$ cat src/rtl/sfmt_pkg.sv
package sfmt_pkg;
  localparam int SLOT_W = 5;
  localparam int SEL_W  = 4;
  localparam int NSRC   = 8;

  typedef enum logic [SEL_W-1:0] {
    SEL_I1 = 4'd0, SEL_Q1 = 4'd1, SEL_I2 = 4'd2, SEL_Q2 = 4'd3,
    SEL_MAG = 4'd4, SEL_PHS = 4'd5, SEL_FRQ = 4'd6, SEL_GAIN = 4'd7,
    SEL_ZERO = 4'd8
  } sel_e;

  typedef struct packed {
    logic             valid;
    logic [SEL_W-1:0] sel;
  } slot_t;
endpackage

$ cat src/rtl/sfmt_clkgen.sv
module sfmt_clkgen #(
  parameter int DIV_W    = 3,
  parameter int MAX_CODE = 4
) (
  input  logic             clk_i,
  input  logic             rst_ni,
  input  logic [DIV_W-1:0] div_i,
  input  logic             inv_i,
  output logic             tick_o,
  output logic             sclk_o
);
  localparam int CNT_W = (MAX_CODE < 1) ? 1 : MAX_CODE;

  logic [DIV_W-1:0] code;
  logic [CNT_W:0]   period;
  logic [CNT_W-1:0] cnt_q, last, half;
  logic             sclk_int;

  always_comb begin
    code   = (div_i > DIV_W'(MAX_CODE)) ? DIV_W'(MAX_CODE) : div_i;
    period = (CNT_W+1)'(1) << code;
    last   = CNT_W'(period - 1'b1);
    half   = CNT_W'(period >> 1);
  end

  assign tick_o = (cnt_q >= last);

  always_ff @(posedge clk_i or negedge rst_ni) begin
    if (!rst_ni)     cnt_q <= '0;
    else if (tick_o) cnt_q <= '0;
    else             cnt_q <= cnt_q + 1'b1;
  end

  // full rate: rising edge falls mid-cycle, falling edge at data change
  assign sclk_int = (code == '0) ? ~clk_i : (cnt_q >= half);
  assign sclk_o   = sclk_int ^ inv_i;
endmodule

$ cat src/rtl/sfmt_seq_len.sv
module sfmt_seq_len
  import sfmt_pkg::*;
#(
  parameter int SLOTS = 8,
  parameter int PTR_W = 4
) (
  input  logic [SLOTS*SLOT_W-1:0] tab_i,
  output logic [PTR_W-1:0]        len_o
);
  always_comb begin
    slot_t s;
    logic  found;
    len_o = PTR_W'(SLOTS);
    found = 1'b0;
    for (int k = 0; k < SLOTS; k++) begin
      s = tab_i[k*SLOT_W +: SLOT_W];
      if (!found && !s.valid) begin
        len_o = PTR_W'(k);
        found = 1'b1;
      end
    end
  end
endmodule

$ cat src/rtl/sfmt_word_sel.sv
module sfmt_word_sel
  import sfmt_pkg::*;
#(
  parameter int WORD_W = 16
) (
  input  logic [NSRC*WORD_W-1:0] words_i,
  input  logic [SEL_W-1:0]       sel_i,
  output logic [WORD_W-1:0]      word_o
);
  always_comb begin
    if (sel_i >= SEL_ZERO) word_o = '0;
    else                   word_o = words_i[int'(sel_i[2:0])*WORD_W +: WORD_W];
  end
endmodule

$ cat src/rtl/sfmt_top.sv
module sfmt_top
  import sfmt_pkg::*;
#(
  parameter int WORD_W = 16,
  parameter int SLOTS  = 8,
  parameter int DIV_W  = 3
) (
  input  logic                     clk_i,
  input  logic                     rst_ni,
  input  logic                     sample_i,
  input  logic [NSRC*WORD_W-1:0]   words_i,
  input  logic [DIV_W-1:0]         div_sel_i,
  input  logic                     sclk_inv_i,
  input  logic                     sync_inv_i,
  input  logic                     sync_early_i,
  input  logic                     sync_frame_only_i,
  input  logic                     aux_pair_i,
  input  logic [SLOTS*SLOT_W-1:0]  seq_pri_i,
  input  logic [SLOTS*SLOT_W-1:0]  seq_aux_i,
  output logic                     sclk_o,
  output logic                     sync_o,
  output logic                     sd_pri_o,
  output logic                     sd_aux_o,
  output logic                     overrun_o
);
  localparam int PTR_W = $clog2(SLOTS + 3);
  localparam int BIT_W = $clog2(WORD_W);

  logic                    tick;
  logic                    busy_q, lead_q, pend_q, ovr_q;
  logic [BIT_W-1:0]        bit_q;
  logic [NSRC*WORD_W-1:0]  snap_q;
  logic [PTR_W-1:0]        ptr_q [2];
  logic [PTR_W-1:0]        nxt   [2];
  logic [PTR_W-1:0]        len   [2];
  logic [WORD_W-1:0]       sh_q  [2];
  logic [WORD_W-1:0]       wnxt  [2];
  logic [SLOTS*SLOT_W-1:0] tab   [2];
  logic [SEL_W-1:0]        sel   [2];
  logic [1:0]              act;
  logic [PTR_W-1:0]        step;
  logic                    done_nxt, word_end, sync_raw;

  sfmt_clkgen #(.DIV_W(DIV_W), .MAX_CODE(4)) u_clk (
    .clk_i(clk_i), .rst_ni(rst_ni), .div_i(div_sel_i), .inv_i(sclk_inv_i),
    .tick_o(tick), .sclk_o(sclk_o)
  );

  assign tab[0] = seq_pri_i;
  assign tab[1] = aux_pair_i ? seq_pri_i : seq_aux_i;
  assign step   = aux_pair_i ? PTR_W'(2) : PTR_W'(1);

  for (genvar g = 0; g < 2; g++) begin : g_line
    logic [PTR_W-1:0] first;
    assign first  = (g == 1 && aux_pair_i) ? PTR_W'(1) : PTR_W'(0);
    assign nxt[g] = lead_q ? first : ptr_q[g] + step;
    assign sel[g] = (nxt[g] < PTR_W'(SLOTS))
                  ? tab[g][int'(nxt[g])*SLOT_W +: SEL_W] : SEL_ZERO;
    assign act[g] = busy_q && !lead_q && (ptr_q[g] < len[g]);

    sfmt_seq_len #(.SLOTS(SLOTS), .PTR_W(PTR_W)) u_len (
      .tab_i(tab[g]), .len_o(len[g])
    );
    sfmt_word_sel #(.WORD_W(WORD_W)) u_sel (
      .words_i(snap_q), .sel_i(sel[g]), .word_o(wnxt[g])
    );
  end

  assign done_nxt = (nxt[0] >= len[0]) && (nxt[1] >= len[1]);
  assign word_end = lead_q || (bit_q == BIT_W'(WORD_W - 1));

  always_ff @(posedge clk_i or negedge rst_ni) begin
    if (!rst_ni) begin
      busy_q <= 1'b0; lead_q <= 1'b0; pend_q <= 1'b0; ovr_q <= 1'b0;
      bit_q  <= '0;   snap_q <= '0;
      for (int i = 0; i < 2; i++) begin
        ptr_q[i] <= '0;
        sh_q[i]  <= '0;
      end
    end else begin
      if (sample_i) begin
        if (busy_q || pend_q) ovr_q <= 1'b1;
        else begin
          snap_q <= words_i;
          pend_q <= 1'b1;
        end
      end
      if (tick) begin
        if (!busy_q && pend_q) begin
          busy_q <= 1'b1;
          lead_q <= 1'b1;
          pend_q <= 1'b0;
        end else if (busy_q) begin
          if (word_end) begin
            lead_q <= 1'b0;
            bit_q  <= '0;
            for (int i = 0; i < 2; i++) begin
              ptr_q[i] <= nxt[i];
              sh_q[i]  <= wnxt[i];
            end
            if (done_nxt) busy_q <= 1'b0;
          end else begin
            bit_q <= bit_q + 1'b1;
            for (int i = 0; i < 2; i++) sh_q[i] <= sh_q[i] << 1;
          end
        end
      end
    end
  end

  always_comb begin
    sync_raw = 1'b0;
    if (busy_q && lead_q)
      sync_raw = sync_early_i && (len[0] != '0);
    else if (act[0]) begin
      if (!sync_early_i)
        sync_raw = (bit_q == '0) && (!sync_frame_only_i || ptr_q[0] == '0);
      else
        sync_raw = (bit_q == BIT_W'(WORD_W - 1)) && !sync_frame_only_i &&
                   ((ptr_q[0] + step) < len[0]);
    end
  end

  assign sd_pri_o  = act[0] & sh_q[0][WORD_W-1];
  assign sd_aux_o  = act[1] & sh_q[1][WORD_W-1];
  assign sync_o    = sync_raw ^ sync_inv_i;
  assign overrun_o = ovr_q;
endmodule

$ cat config.mk
export PLATFORM = sky130hd
export DESIGN_NAME = sfmt_top
export DESIGN_NICKNAME = d
export VERILOG_FILES = /design/src/rtl/sfmt_pkg.sv /design/src/rtl/sfmt_clkgen.sv /design/src/rtl/sfmt_seq_len.sv /design/src/rtl/sfmt_word_sel.sv /design/src/rtl/sfmt_top.sv
export SDC_FILE = /design/constraint.sdc
export NUM_CORES = 1
export LEC_CHECK = 0
export ABC_AREA = 1
export BUFFER_PORTS_ARGS = -buffer_cell sky130_fd_sc_hd__buf_2
export CAP_MARGIN = 20
export CORE_UTILIZATION = 45
export DETAILED_ROUTE_END_ITERATION = 10
export GPL_TIMING_DRIVEN = 0
export HOLD_SLACK_MARGIN = 0.05
export PLACE_DENSITY_LB_ADDON = 0.12
export RECOVER_POWER = 100
export REMOVE_ABC_BUFFERS = 1
export SLEW_MARGIN = 30
export SYNTH_ARGS = -nofsm -noshare
export SYNTH_HDL_FRONTEND = slang
export SYNTH_SLANG_ARGS = --single-unit
$ cat constraint.sdc
create_clock -name clk_i -period 3.5 [get_ports clk_i]
set_clock_uncertainty 0.2 [all_clocks]
set_input_delay 0.175 -clock clk_i [delete_from_list [all_inputs] [get_ports clk_i]]
set_output_delay 0.175 -clock clk_i [all_outputs]
set_load 0.1 [all_outputs]
* Yosys cells after proc, flatten, opt, wreduce, memory -nomap -nowiden *
Index checks and enable logic that the tools add are counted.

word-level totals
  flip-flop bits (word level) = 180
  input bits = 219
  output and inout port bits = 5
  word-level logic and storage cells = 168

cells by class
  $add $sub $neg = 5
  multipliers = 2
  magnitude comparators = 12
  equal/unequal tests = 1
  shift-type cells = 5
  muxes and demuxes = 58
  bitwise operators = 7
  reductions and logical operators = 67

operator list
  kind                                                number
  indexed part select 128 x 8 -> 16 bit               2
  2-to-1 mux 4 bit                                    22
  indexed part select 40 x 8 -> 4 bit                 2
  2-to-1 mux 40 bit                                   1
  2-to-1 mux 16 bit                                   2
  2-to-1 mux 32 bit                                   1
  2-to-1 mux 1 bit                                    30
  logical NOT 1 bit                                   29
  logical AND 1 bit                                   24
  >= comparator 4 bit                                 4
  multiplier 4 x 3 -> 7 bit (second input constant)   2
  less-than comparator 4 bit                          3
  adder 4 x 1 -> 4 bit (second input constant)        2
  adder 4 x 2 -> 4 bit                                2
  >= comparator 4 bit (second input constant)         2
  logical NOT 4 bit                                   2
  less-than comparator 4 bit (second input constant)  2
  AND reduction 3 bit                                 2
  << shifter 1 x 3 -> 5 bit (first input constant)    1
  == test 4 bit (second input constant)               1
  AND reduction 2 bit                                 2
  AND reduction 4 bit                                 1
  nonzero test 2 bit                                  2
  nonzero test 4 bit                                  1
  other kinds (9)                                     15

* Depth between registers and ports, before layout *
  word-level depth = 28
  mapped depth = 21
  mapped depth without buffers = 17

* By module *
From an unflattened synthesis, not the netlist that was laid out.

unflattened totals
  cells, all modules = 1825
  area, all modules = 12954.9 um^2

by module, submodules not included
  module         times used  cells each  area an instance (um^2)  seq. area each (um^2)
  sfmt_top       1           867         8678.3                   4404.2
  sfmt_word_sel  2           427         1816.7                   0.0
  sfmt_clkgen    1           58          417.9                    100.1
  sfmt_seq_len   2           23          112.6                    0.0

==> flow_summary_export.csv <==
group,metric,value,unit
drt,num_vias,12500,
yosys,ys_seq_elements,180,
drt,ant_nets,0,
die,rows,58,
global_routing,grtUsageTotal,0.294,
yosys,synth.distinct_cells,47,
final_layout,seq_area,0.00450,mm2
timing,setup_ws,0.153,ns
timing,setup_violations,0,
power_and_ir_drop,ir_drop,0.833,mV
global_routing,grt_pass1_vias,11700,
global_routing,grt_overflow_total,0,
yosys,synth.area.top_cells,"dfrtp_1 (38%), nand2_1 (11%), nand3_1 (7.8%)",
die,die_y,164,um
yosys,async_flop_share,1.00,
final_layout,stdcell_area,0.0154,mm2
placement,dpl_cell_area,0.0131,mm2
worst_hold_path,hp-start,"seq_pri_i[19]",
power_and_ir_drop,p_leak,7.60,nW
yosys,synth.mux.area_fraction,0.0449,
placement,dp_hpwl,23100,um
final_layout,drive_above_1_share,0.199,
yosys,yosysSeqAreaShare,0.382,
yosys,syn_inst,1596,
power_and_ir_drop,power_density,1040,mW/mm2
die,dieArea,0.0269,mm2
timing,hold_viol,0,
final_layout,fin_nets,2153,
timing,max_slew_margin,0.00129,
job,cap_violations,1,
yosys,syn-cell-area,0.0118,mm2
yosys,avgSynthCellArea,7.39,um2
worst_hold_path,holdPathEnd,"busy_q",
drt,drt_first_iter_violations,941,
yosys,synthXorXnorAreaFrac,0.00297,
timing,fmax,0.299,GHz
final_layout,antenna_cells,0,
global_routing,met3_usage,0.0497,
worst_setup_path,arrival,3.61,ns
die,ios,224,
worst_setup_path,worstSetupPathType,"reg2reg",
timing,rsz0062_at_grt,"no",
worst_setup_path,start_kind,"flip-flop",
timing,timing.hold.ws,0.101,ns
yosys,synthFlopType,"dfrtp_1",
final_layout,area_growth,30.2,%
clocking,clkLatencyLatePin,0.55,ns
global_routing,grt_use_met1,0.391,
placement,io_buffer_count,223,
drt,viasPerCell,5.57,
drt,drt_wl_total,40200,um
die,initial_core_util,0.463,
worst_setup_path,r2r_start,"ptr_q[0]",
worst_setup_path,cp-end-kind,"flip-flop",
run_status,status,"finished with violations",
yosys,synth_fa_ha_area_frac,0.0310,
yosys,synth_top_cell_area_share,0.382,
clocking,cts_tree,"built",
global_routing,antenna_found_initial,1,
worst_hold_path,worstHoldPathCells,7,
worst_setup_path,r2r_cells,15,
yosys,yosys.area.top_type,"dfrtp_1",
yosys,synthSimpleGateAreaFrac,0.289,
die,fp.dieW,164,um
drt,wire_per_inst,17.9,um
yosys,synth-compound-area-share,0.150,
final_layout,fillers,2421,
worst_setup_path,r2r_end,"sh_q[6]",
worst_setup_path,required,3.76,ns
timing,fin_crit,3.35,ns
timing,slew_violations,0,
timing,worst_slew_pin_slew,1.50,ns
final_layout,stdcell_count,2249,
die,coreArea,0.0255,mm2
yosys,yosysWarnings,0,
yosys,synth_top_family_by_area,"simple AND/OR/NAND/NOR gates",
clocking,clk_pin_slew,0.07,ns
final_layout,multi_input_area,0.00634,mm2
drt,dr.pass1.iters,6,
placement,place_ws,-2.31,ns
global_routing,grt_pass1_wl,60500,um
worst_hold_path,hold_path_class,"in2reg",
global_routing,grt-busiest-layer,"met2",
run_status,violations,"capacitance limit",
global_routing,grt_start_max_net_pins,74,
global_routing,grt_use_met2,0.489,
worst_setup_path,r2r_slack,0.15,ns
drt,drc_errors,0,
placement,place.gp.congestion,0.850,
placement,dp_cells,2054,
yosys,synth_edf_count,0,
worst_setup_path,cp_max_fo,22,
timing,fin_crit_sh,0.956,
cells in the mapped netlist (all sizes together), types with 2 or more instances:
cell	number
nand2	339
nand3	190
dfrtp	180
a21oi	169
nor2	163
inv	157
nand4	64
o21ai	58
buf	56
o211ai	54
clkbuf	50
mux2	47
ha	26
nor3	6
a21boi	4
o221ai	4
o22ai	4
xnor2	3
a21o	2
a31oi	2
a41oi	2
fa	2
nand3b	2
o21a	2
or2	2
what timing repair did:
item	in CTS	in global routing
gates cloned	5	5
setup buffers	4	6
resized for setup	19	19
hold endpoints to repair	238	0
hold buffers	140	0
pin swaps	4	7
setup endpoints to repair	44	34
where the power goes:
part | internal (mW) | switching, mW | total [mW]
Combinational | 3.45 | 6.70 | 10.1
Clock | 1.20 | 0.954 | 2.15
Sequential | 3.06 | 0.673 | 3.73
Total | 7.70 | 8.32 | 16.0
state kept, by name, summed over array words and instances (netlist names):
name         count
snap_q         128
sh_q            32
ptr_q            8
bit_q            4
u_clk.cnt_q      4
busy_q           1
lead_q           1
overrun_o        1
pend_q           1
cells by family after synthesis:
logic type | count (synthesis)
XOR/XNOR | 4
buffers and inverters | 264
AO/OA/AOI/OAI | 306
flip-flops | 180
adder cells (fa/ha/maj) | 28
AND/OR/NAND/NOR | 767
multiplexers | 47
final cells by class:
cell class                      count  area share
Multi-Input combinational cell   1160       0.412
Sequential cell                   180       0.293
Timing Repair Buffer              384       0.184
Inverter                          158      0.0409
Clock buffer                       25      0.0352
Tap cell                          330      0.0269
Clock inverter                     11     0.00749
Timing Repair inverter              1    0.000326
stage by stage:
step	total power, mW	setup TNS (ns)	utilization
2_1_floorplan	9.90	-180.69	-
3_3_place_gp	12.4	-718.32	0.500
3_5_place_dp	12.9	-68.35	0.514
4_1_cts	15.6	0	0.601
5_1_grt	17.1	0	0.603
6_report	16.0	0	0.603
metal layers:
metal	vias up	wire length (um)
met5	-	11
met4	2	863
met3	73	2790
met2	491	19400
met1	5955	17200
li1	6007	-
cell usage in the layout (no fill, tap or decap), types with 3 or more instances in the layout:
cell type and count:
a21boi_0 4, a21oi_1 161, a21oi_2 8, buf_12 3
buf_16 4, buf_2 216, buf_4 8, buf_6 3
buf_8 3, clkbuf_1 5, clkbuf_16 20, clkbuf_2 4
clkinv_4 4, dfrtp_1 180, dlygate4sd3_1 139, ha_1 26
inv_1 146, inv_2 5, inv_6 6, inv_8 3
mux2_2 47, nand2_1 326, nand2_4 13, nand3_1 181
nand3_2 6, nand3_4 7, nand4_1 64, nor2_1 159
nor2_4 4, nor3_1 5, o211ai_1 54, o21ai_0 42
o21ai_1 16, o221ai_1 4, o22ai_1 4, xnor2_1 3
worst max-delay path, stage by stage, from the launching register on:
cell and delay (ns):
dfrtp_1 0.42, ha_1 0.23, fa_1 0.50, nand2_2 0.20, clkinv_4 0.17, nand3_1 0.13
nand2_4 0.20, nand2_8 0.17, nand3_4 0.19, buf_6 0.26, nand2_1 0.08, nand3_1 0.07
nand3_1 0.08, nand2_1 0.12, nand2_1 0.06, a21oi_1 0.16
worst max-delay path by stage:
stage,from,to,slack (ns)
4_1_cts,ptr_q[0],sh_q[6],0.03
2_1_floorplan,busy_q,snap_q[112],-1.36
5_1_grt,ptr_q[4],sh_q[16],0.005
6_report,ptr_q[0],sh_q[6],0.15
3_3_place_gp,aux_pair_i,sh_q[0],-4.45
3_5_place_dp,aux_pair_i,sh_q[17],-2.31
Note: power is estimated with default switching activity, not from simulation.
